`src/rtl/tmx_pkg.sv`:
```
package tmx_pkg;
  localparam logic [15:0] RS_RMASK  = 16'hF7FF;
  localparam logic [15:0] RS_WMASK  = 16'h075B;
  localparam logic [15:0] TS_RMASK  = 16'h81DF;
  localparam logic [15:0] TS_WMASK  = 16'h015D;
  localparam logic [15:0] RS_STICKY = 16'hF080;
  localparam logic [15:0] TS_RESET  = 16'h0080;

  localparam int B_PAR  = 5;
  localparam int B_IE   = 6;
  localparam int B_DONE = 7;
  localparam int B_OVR  = 12;
  localparam int B_CCH  = 14;
  localparam int B_ERR  = 15;

  typedef enum logic [1:0] {
    SEL_RSTAT = 2'd0,
    SEL_RBUF  = 2'd1,
    SEL_TSTAT = 2'd2,
    SEL_TBUF  = 2'd3
  } reg_sel_e;

  typedef enum logic [1:0] {
    PAR_PASS     = 2'd0,
    PAR_ODD      = 2'd1,
    PAR_EVEN     = 2'd2,
    PAR_PASS_ALT = 2'd3
  } par_mode_e;

  function automatic logic [15:0] merge_wr(input logic [15:0] cur,
                                           input logic [15:0] wd,
                                           input logic        bw,
                                           input logic        odd);
    if (!bw)      return wd;
    else if (odd) return {wd[7:0], cur[7:0]};
    else          return {cur[15:8], wd[7:0]};
  endfunction
endpackage

```
`src/rtl/tmx_decode.sv`:
```
module tmx_decode #(
  parameter int          NLINES = 16,
  parameter logic [15:0] BASE   = 16'hFE00,
  localparam int         LW     = (NLINES > 1) ? $clog2(NLINES) : 1
) (
  input  logic [15:0]        addr,
  output logic               hit,
  output logic [LW-1:0]      line,
  output tmx_pkg::reg_sel_e  sel
);
  localparam logic [15:0] SPAN = 16'(NLINES * 8);
  logic [15:0] ofs;

  assign ofs  = addr - BASE;
  assign hit  = (ofs < SPAN);
  assign line = ofs[3 +: LW];
  assign sel  = tmx_pkg::reg_sel_e'(ofs[2:1]);
endmodule

```
`src/rtl/tmx_parity.sv`:
```
module tmx_parity (
  input  logic [7:0]          raw,
  input  tmx_pkg::par_mode_e  mode,
  output logic [7:0]          chr,
  output logic                odd
);
  always_comb begin
    chr = raw;
    case (mode)
      tmx_pkg::PAR_ODD:  chr[7] = ~(^raw[6:0]);
      tmx_pkg::PAR_EVEN: chr[7] = ^raw[6:0];
      default:           chr[7] = raw[7];
    endcase
    odd = ^chr;
  end
endmodule

```
`src/rtl/tmx_line.sv`:
```
module tmx_line
  import tmx_pkg::*;
#(
  parameter int DLY_W = 8
) (
  input  logic             clk,
  input  logic             rst_n,
  input  logic             we_rstat,
  input  logic             we_tstat,
  input  logic             we_tbuf,
  input  logic             re_rstat,
  input  logic             re_rbuf,
  input  logic             wr_byte,
  input  logic             wr_odd,
  input  logic [15:0]      wdata,
  input  logic             rx_stb,
  input  logic [7:0]       rx_chr,
  input  logic             rx_odd,
  input  logic [DLY_W-1:0] tx_dly,
  output logic [15:0]      rstat_rd,
  output logic [7:0]       rbuf,
  output logic [15:0]      tstat_rd,
  output logic [7:0]       tbuf,
  output logic             tx_stb,
  output logic             rx_irq,
  output logic             tx_irq
);
  logic [15:0]      rs_q, rs_d, ts_q, ts_d, rs_m, ts_m, rs_view;
  logic [7:0]       rb_q, rb_d, tb_q, tb_d;
  logic [DLY_W-1:0] cnt_q, cnt_d;
  logic             busy_q, busy_d, stb_q, stb_d;
  logic             rirq_q, rirq_d, tirq_q, tirq_d;

  // receive side next state
  always_comb begin
    rs_m   = merge_wr(rs_q, wdata, wr_byte, wr_odd);
    rs_d   = rs_q;
    rb_d   = rb_q;
    rirq_d = rirq_q;
    if (we_rstat) begin
      rs_d = (rs_q & ~RS_WMASK) | (rs_m & RS_WMASK);
      if (!rs_m[B_IE])                       rirq_d = 1'b0;
      else if (rs_q[B_DONE] && !rs_q[B_IE])  rirq_d = 1'b1;
    end
    if (re_rstat) rs_d = rs_d & ~RS_STICKY;
    if (re_rbuf)  rirq_d = 1'b0;
    if (rx_stb) begin
      if (rs_d[B_DONE]) rs_d[B_OVR]  = 1'b1;
      else              rs_d[B_DONE] = 1'b1;
      rs_d[B_PAR] = rx_odd;
      rb_d        = rx_chr;
      if (rs_d[B_IE]) rirq_d = 1'b1;
    end
  end

  // transmit side next state
  always_comb begin
    ts_m   = merge_wr(ts_q, wdata, wr_byte, wr_odd);
    ts_d   = ts_q;
    tb_d   = tb_q;
    tirq_d = tirq_q;
    cnt_d  = cnt_q;
    busy_d = busy_q;
    stb_d  = 1'b0;
    if (we_tstat) begin
      ts_d = (ts_q & ~TS_WMASK) | (ts_m & TS_WMASK);
      if (!ts_m[B_IE])                       tirq_d = 1'b0;
      else if (ts_q[B_DONE] && !ts_q[B_IE])  tirq_d = 1'b1;
    end
    if (busy_q) begin
      if (cnt_q == '0) begin
        busy_d       = 1'b0;
        ts_d[B_DONE] = 1'b1;
        stb_d        = 1'b1;
        if (ts_d[B_IE]) tirq_d = 1'b1;
      end else begin
        cnt_d = cnt_q - 1'b1;
      end
    end
    if (we_tbuf) begin
      if (!wr_byte || !wr_odd) tb_d = wdata[7:0];
      ts_d[B_DONE] = 1'b0;
      tirq_d       = 1'b0;
      busy_d       = 1'b1;
      cnt_d        = tx_dly;
      stb_d        = 1'b0;
    end
  end

  always_ff @(posedge clk or negedge rst_n) begin
    if (!rst_n) begin
      rs_q   <= '0;
      rb_q   <= '0;
      ts_q   <= TS_RESET;
      tb_q   <= '0;
      cnt_q  <= '0;
      busy_q <= 1'b0;
      stb_q  <= 1'b0;
      rirq_q <= 1'b0;
      tirq_q <= 1'b0;
    end else begin
      rs_q   <= rs_d;
      rb_q   <= rb_d;
      ts_q   <= ts_d;
      tb_q   <= tb_d;
      cnt_q  <= cnt_d;
      busy_q <= busy_d;
      stb_q  <= stb_d;
      rirq_q <= rirq_d;
      tirq_q <= tirq_d;
    end
  end

  always_comb begin
    rs_view        = rs_q;
    rs_view[B_ERR] = |rs_q[B_CCH:B_OVR];
  end

  assign rstat_rd = rs_view & RS_RMASK;
  assign tstat_rd = ts_q & TS_RMASK;
  assign rbuf     = rb_q;
  assign tbuf     = tb_q;
  assign tx_stb   = stb_q;
  assign rx_irq   = rirq_q;
  assign tx_irq   = tirq_q;
endmodule

```
`src/rtl/term_mux_regs.sv`:
```
module term_mux_regs
  import tmx_pkg::*;
#(
  parameter int          NLINES = 16,
  parameter logic [15:0] BASE   = 16'hFE00,
  parameter int          DLY_W  = 8
) (
  input  logic                  clk,
  input  logic                  rst_n,
  input  logic [15:0]           bus_addr,
  input  logic                  bus_wr,
  input  logic                  bus_byte,
  input  logic                  bus_rd,
  input  logic [15:0]           bus_wdata,
  output logic [15:0]           bus_rdata,
  input  logic [NLINES-1:0]     rx_stb,
  input  logic [NLINES*8-1:0]   rx_data,
  input  logic [1:0]            par_cfg,
  input  logic [DLY_W-1:0]      tx_dly,
  output logic [NLINES-1:0]     tx_stb,
  output logic [NLINES*8-1:0]   tx_data,
  output logic [NLINES-1:0]     rx_irq,
  output logic [NLINES-1:0]     tx_irq
);
  localparam int LW = (NLINES > 1) ? $clog2(NLINES) : 1;

  logic [1:0]    rst_pipe;
  logic          rst_n_i;
  logic          hit;
  logic [LW-1:0] line;
  reg_sel_e      sel;
  par_mode_e     pmode;

  logic [15:0] rs_rd [NLINES];
  logic [15:0] ts_rd [NLINES];
  logic [7:0]  rb    [NLINES];
  logic [7:0]  tb    [NLINES];

  // reset asserted asynchronously, released on a clock edge
  always_ff @(posedge clk or negedge rst_n) begin
    if (!rst_n) rst_pipe <= 2'b00;
    else        rst_pipe <= {rst_pipe[0], 1'b1};
  end
  assign rst_n_i = rst_pipe[1];

  assign pmode = par_mode_e'(par_cfg);

  tmx_decode #(.NLINES(NLINES), .BASE(BASE)) u_dec (
    .addr (bus_addr),
    .hit  (hit),
    .line (line),
    .sel  (sel)
  );

  for (genvar i = 0; i < NLINES; i++) begin : g_line
    logic       me;
    logic [7:0] chr;
    logic       odd;

    assign me = hit && (line == LW'(i));

    tmx_parity u_par (
      .raw  (rx_data[i*8 +: 8]),
      .mode (pmode),
      .chr  (chr),
      .odd  (odd)
    );

    tmx_line #(.DLY_W(DLY_W)) u_line (
      .clk      (clk),
      .rst_n    (rst_n_i),
      .we_rstat (bus_wr && me && (sel == SEL_RSTAT)),
      .we_tstat (bus_wr && me && (sel == SEL_TSTAT)),
      .we_tbuf  (bus_wr && me && (sel == SEL_TBUF)),
      .re_rstat (bus_rd && me && (sel == SEL_RSTAT)),
      .re_rbuf  (bus_rd && me && (sel == SEL_RBUF)),
      .wr_byte  (bus_byte),
      .wr_odd   (bus_addr[0]),
      .wdata    (bus_wdata),
      .rx_stb   (rx_stb[i]),
      .rx_chr   (chr),
      .rx_odd   (odd),
      .tx_dly   (tx_dly),
      .rstat_rd (rs_rd[i]),
      .rbuf     (rb[i]),
      .tstat_rd (ts_rd[i]),
      .tbuf     (tb[i]),
      .tx_stb   (tx_stb[i]),
      .rx_irq   (rx_irq[i]),
      .tx_irq   (tx_irq[i])
    );

    assign tx_data[i*8 +: 8] = tb[i];
  end

  always_comb begin
    bus_rdata = '0;
    if (bus_rd && hit) begin
      case (sel)
        SEL_RSTAT: bus_rdata = rs_rd[line];
        SEL_RBUF:  bus_rdata = {8'h00, rb[line]};
        SEL_TSTAT: bus_rdata = ts_rd[line];
        default:   bus_rdata = {8'h00, tb[line]};
      endcase
    end
  end
endmodule

```
`config.mk`:
```
export PLATFORM = sky130hd
export DESIGN_NAME = term_mux_regs
export DESIGN_NICKNAME = d
export VERILOG_FILES = /design/src/rtl/tmx_pkg.sv /design/src/rtl/tmx_decode.sv /design/src/rtl/tmx_parity.sv /design/src/rtl/tmx_line.sv /design/src/rtl/term_mux_regs.sv
export SDC_FILE = /design/constraint.sdc
export NUM_CORES = 2
export LEC_CHECK = 0
export BUFFER_PORTS_ARGS = -buffer_cell sky130_fd_sc_hd__clkbuf_2
export CORE_MARGIN = 4
export CORE_UTILIZATION = 45
export DETAILED_ROUTE_END_ITERATION = 10
export PLACE_DENSITY = 0.66
export SYNTH_ARGS = -nofsm -noshare
export SYNTH_HDL_FRONTEND = slang
export SYNTH_SLANG_ARGS = --single-unit
```
`constraint.sdc`:
```
create_clock -name clk -period 20 [get_ports clk]
set_input_delay 2 -clock clk [delete_from_list [all_inputs] [get_ports clk]]
set_output_delay 2 -clock clk [all_outputs]
set_load 0.005 [all_outputs]
```
==> results.md <==
* Clock tree buffer depth at 3
* Synth warnings at 0
* Synth Cell Area at 38,300 um2
* Port Buffers at 374
* Min-Delay Path Class: reg -> reg
* Leakage at 19.1 nW
* Post-synthesis mux area share at between 20% and 30%
* Clk Latency, worst-skew pair at approximately 0.65 ns
* Main flop type after synthesis: dfrtp_1
* Most used cell, CP: buf_4
* Routed Wire Length at 120,000 um
* Period utilization at 40.8%
* Max Clock Skew at 0.0300 ns
* FF+latch count, synth at 738
* Die H at 300 um
* RSZ-0062 raised after global routing: false
* Seq/Total Area, Yosys at 48.3%
* Minimum clock period at approximately 8.2 ns
* Cell count after synthesis at 3,234
* ANT nets after route at 0
* CTS hold repair buffers at 0
* Avg Vias per Cell at ~6
* Simple-gate share of the synthesized area at between 10% and 20%
* Overflow after GRT at 0
* Pwr Density at 83.8 nW/um2
* Largest family of logic cells by synthesized area: multiplexers
* Core footprint at approximately 84,000 um2
* Clock Sinks at 738
* # DRC at 0
* DRT iter0 DRCs at 2,433
* Crit path max-delay family: buffers and inverters
* CP max stage delay at roughly 0.8 ns
* Die Area at roughly 90,000 um2
* Ys async rst share at 100%
* Most frequent cells in the layout: 721 x dfrtp_1, 422 x mux2_2, 371 x clkbuf_2
* Clock-pin transition on the worst setup and hold timing paths at ~0.060 ns
* GP Congestion at approximately 0.86
* Max-slew violations at 0
* TritonCTS Buffers at 85
* Top post-synthesis cells by area: dfrtp_1 47%, mux2_2 12%, mux4_2 8.1%
* Hold Slack at 0.348 ns
* Final hold viol count at 0
* Nets@finish at approximately 3,700
* Drt wl/cell at between 20 and 30 um
* Area growth from synthesis to layout at 14.2%
* Setup crit start kind: primary input
* CP Capture Type: output pin
* Crit path cell chain: buf_6, buf_4, buf_4, mux4_2, a22oi_1, a31oi_1, nor3_1, a2111oi_0, clkbuf_2
* Max_cap viols at 0
* Number of global-route vias before repair at 27,900
* Final setup fails at 0
* First-pass GRT wire length at 180,000 um
* Post-synth EDFFs at 0
* Dominant cell type by area after synthesis: dfrtp_1
* Clock root cell: clkbuf_16
* Initial antenna violation count at 8
* Critical path class: in -> out
* Setup TNS after final layout at 0 ns
* Worst-Margin Slew at 1.31 ns
* Fmax at approximately 120 MHz
* FP Rows at 106
* H-tree Lvls at 3
* Hpwl dp at between 80,000 and 90,000 um
* Slowest CP cell: buf_4
* Post-Synth Adder-Cell Area at 1.14%
* Synth Area in Compound Gates at 8.86%
* Placed cell count at 4,538
* I/O Pins at 383
* Final worst setup slack at about 12 ns
* Max_slew headroom at 12.3%
* Vias at 28,200
* Outcome: complete, no violations
* Number of library cell types mapped by synthesis at 76
* WP data arrival at 6.16 ns
* CP max FO at 68
* Initial Util at 45.6%
* Non-filler cells, final at 4,693
* Synth Area in XOR/XNOR at between 5 and 6%
* Final core utilization at 52.0%
* Pre-Repair DR Iteration Count at 5
* Commonest non-fill, non-tap cell in the layout: dfrtp_1
* Mean Syn Cell Area at between 10 and 15 um2
* CTS tree: yes
* Yosys top cell area share at 47.2%
* Pre-CTS setup slack at between 10 and 15 ns
* Largest net degree at the start of global routing at around 190
* Buf+Inv Stages, Crit Path at 4
* Die Span X at 300 um
* VDD IR max at 0.0000557 V
* Gr usage total at roughly a quarter
* Setup repair bufs after CTS at 0
* Share of cells above drive strength 1 at 33.6%
* Required @ worst endpoint at 18.00 ns
* CTS resizes at 0
[sequential cells by signal, summed over array words and instances (netlist names)]
| name | count |
|---|---|
| g_line.u_line.rs_q | 176 |
| g_line.u_line.cnt_q | 128 |
| g_line.u_line.rbuf | 128 |
| g_line.u_line.tbuf | 128 |
| g_line.u_line.ts_q | 112 |
| g_line.u_line.busy_q | 16 |
| g_line.u_line.rx_irq | 16 |
| g_line.u_line.tx_irq | 16 |
| g_line.u_line.tx_stb | 16 |
| rst_pipe | 2 |
[cell families after synthesis]
family	count (synthesis)
AO/OA/AOI/OAI	557
adder cells (fa/ha/maj)	35
multiplexers	607
buffers and inverters	351
flip-flops	738
XOR/XNOR	197
AND/OR/NAND/NOR	747
other	2
[metrics by stage]
stage	power, W	cell area, um2
after floorplan	0.00195	38300
after global placement	0.00207	40800
after detailed placement	0.00208	40800
after CTS	0.00368	43700
after global routing	0.00380	43700
final	0.00366	43700
[synth_stat cells, drive strengths merged (63+ instances only)]
library cell and number:
clkbuf 130, xor2 67, xnor2 112, inv 91
o21ai 239, buf 130, a21oi 110, mux4 138
dfrtp 722, nand2 258, mux2 424, nor3 63
nor2 114
[per-layer routing]
layer | wire length (um) | share of wire (%) | global-route usage [%]
met2 | 56400 | 47 | 41.6
met1 | 49700 | 41 | 36.1
met5 | 17 | 0.014 | 0
met3 | 9570 | 7.9 | 5.82
met4 | 4720 | 3.9 | 9.60
[worst paths after layout]
kind	depth (start not counted)	from	slack [ns]	to
setup / recovery	9	bus_addr[4]	11.84	bus_rdata[6]
hold / removal	0	rst_pipe[0]$_DFF_PN0_	0.35	rst_pipe[1]$_DFF_PN0_
setup reg to reg	4	rst_pipe[1]$_DFF_PN0_	15.94	g_line[15].u_line.cnt_q[3]$_DFFE_PN0P_
hold reg to reg	0	rst_pipe[0]$_DFF_PN0_	0.35	rst_pipe[1]$_DFF_PN0_
max in group asynchronous	4	rst_pipe[1]$_DFF_PN0_	15.94	g_line[15].u_line.cnt_q[3]$_DFFE_PN0P_
min in group asynchronous	0	rst_pipe[1]$_DFF_PN0_	0.44	g_line[3].u_line.tbuf[0]$_DFFE_PN0P_
[worst reg2reg max path, stage by stage (launching register included)]
cell and delay (ns):
dfrtp_4 0.97, buf_4 0.69, buf_4 0.81, buf_4 0.85
buf_4 0.72
[area by class of cell]
cell class	count	area, um2
Clock inverter	24	354
Sequential cell	738	18500
Fill cell	7310	40300
Antenna cell	6	15.0
Timing Repair Buffer	428	2320
Tap cell	1134	1420
Multi-Input combinational cell	2147	18200
Clock buffer	125	2520
Inverter	91	342
[power breakdown]
part | internal, W | total (W) | switching, W
clock network | 0.000952 | 0.00160 | 0.000649
logic | 0.000176 | 0.000404 | 0.000228
registers | 0.00158 | 0.00166 | 0.0000737
Power figures use the tool's default switching activity.
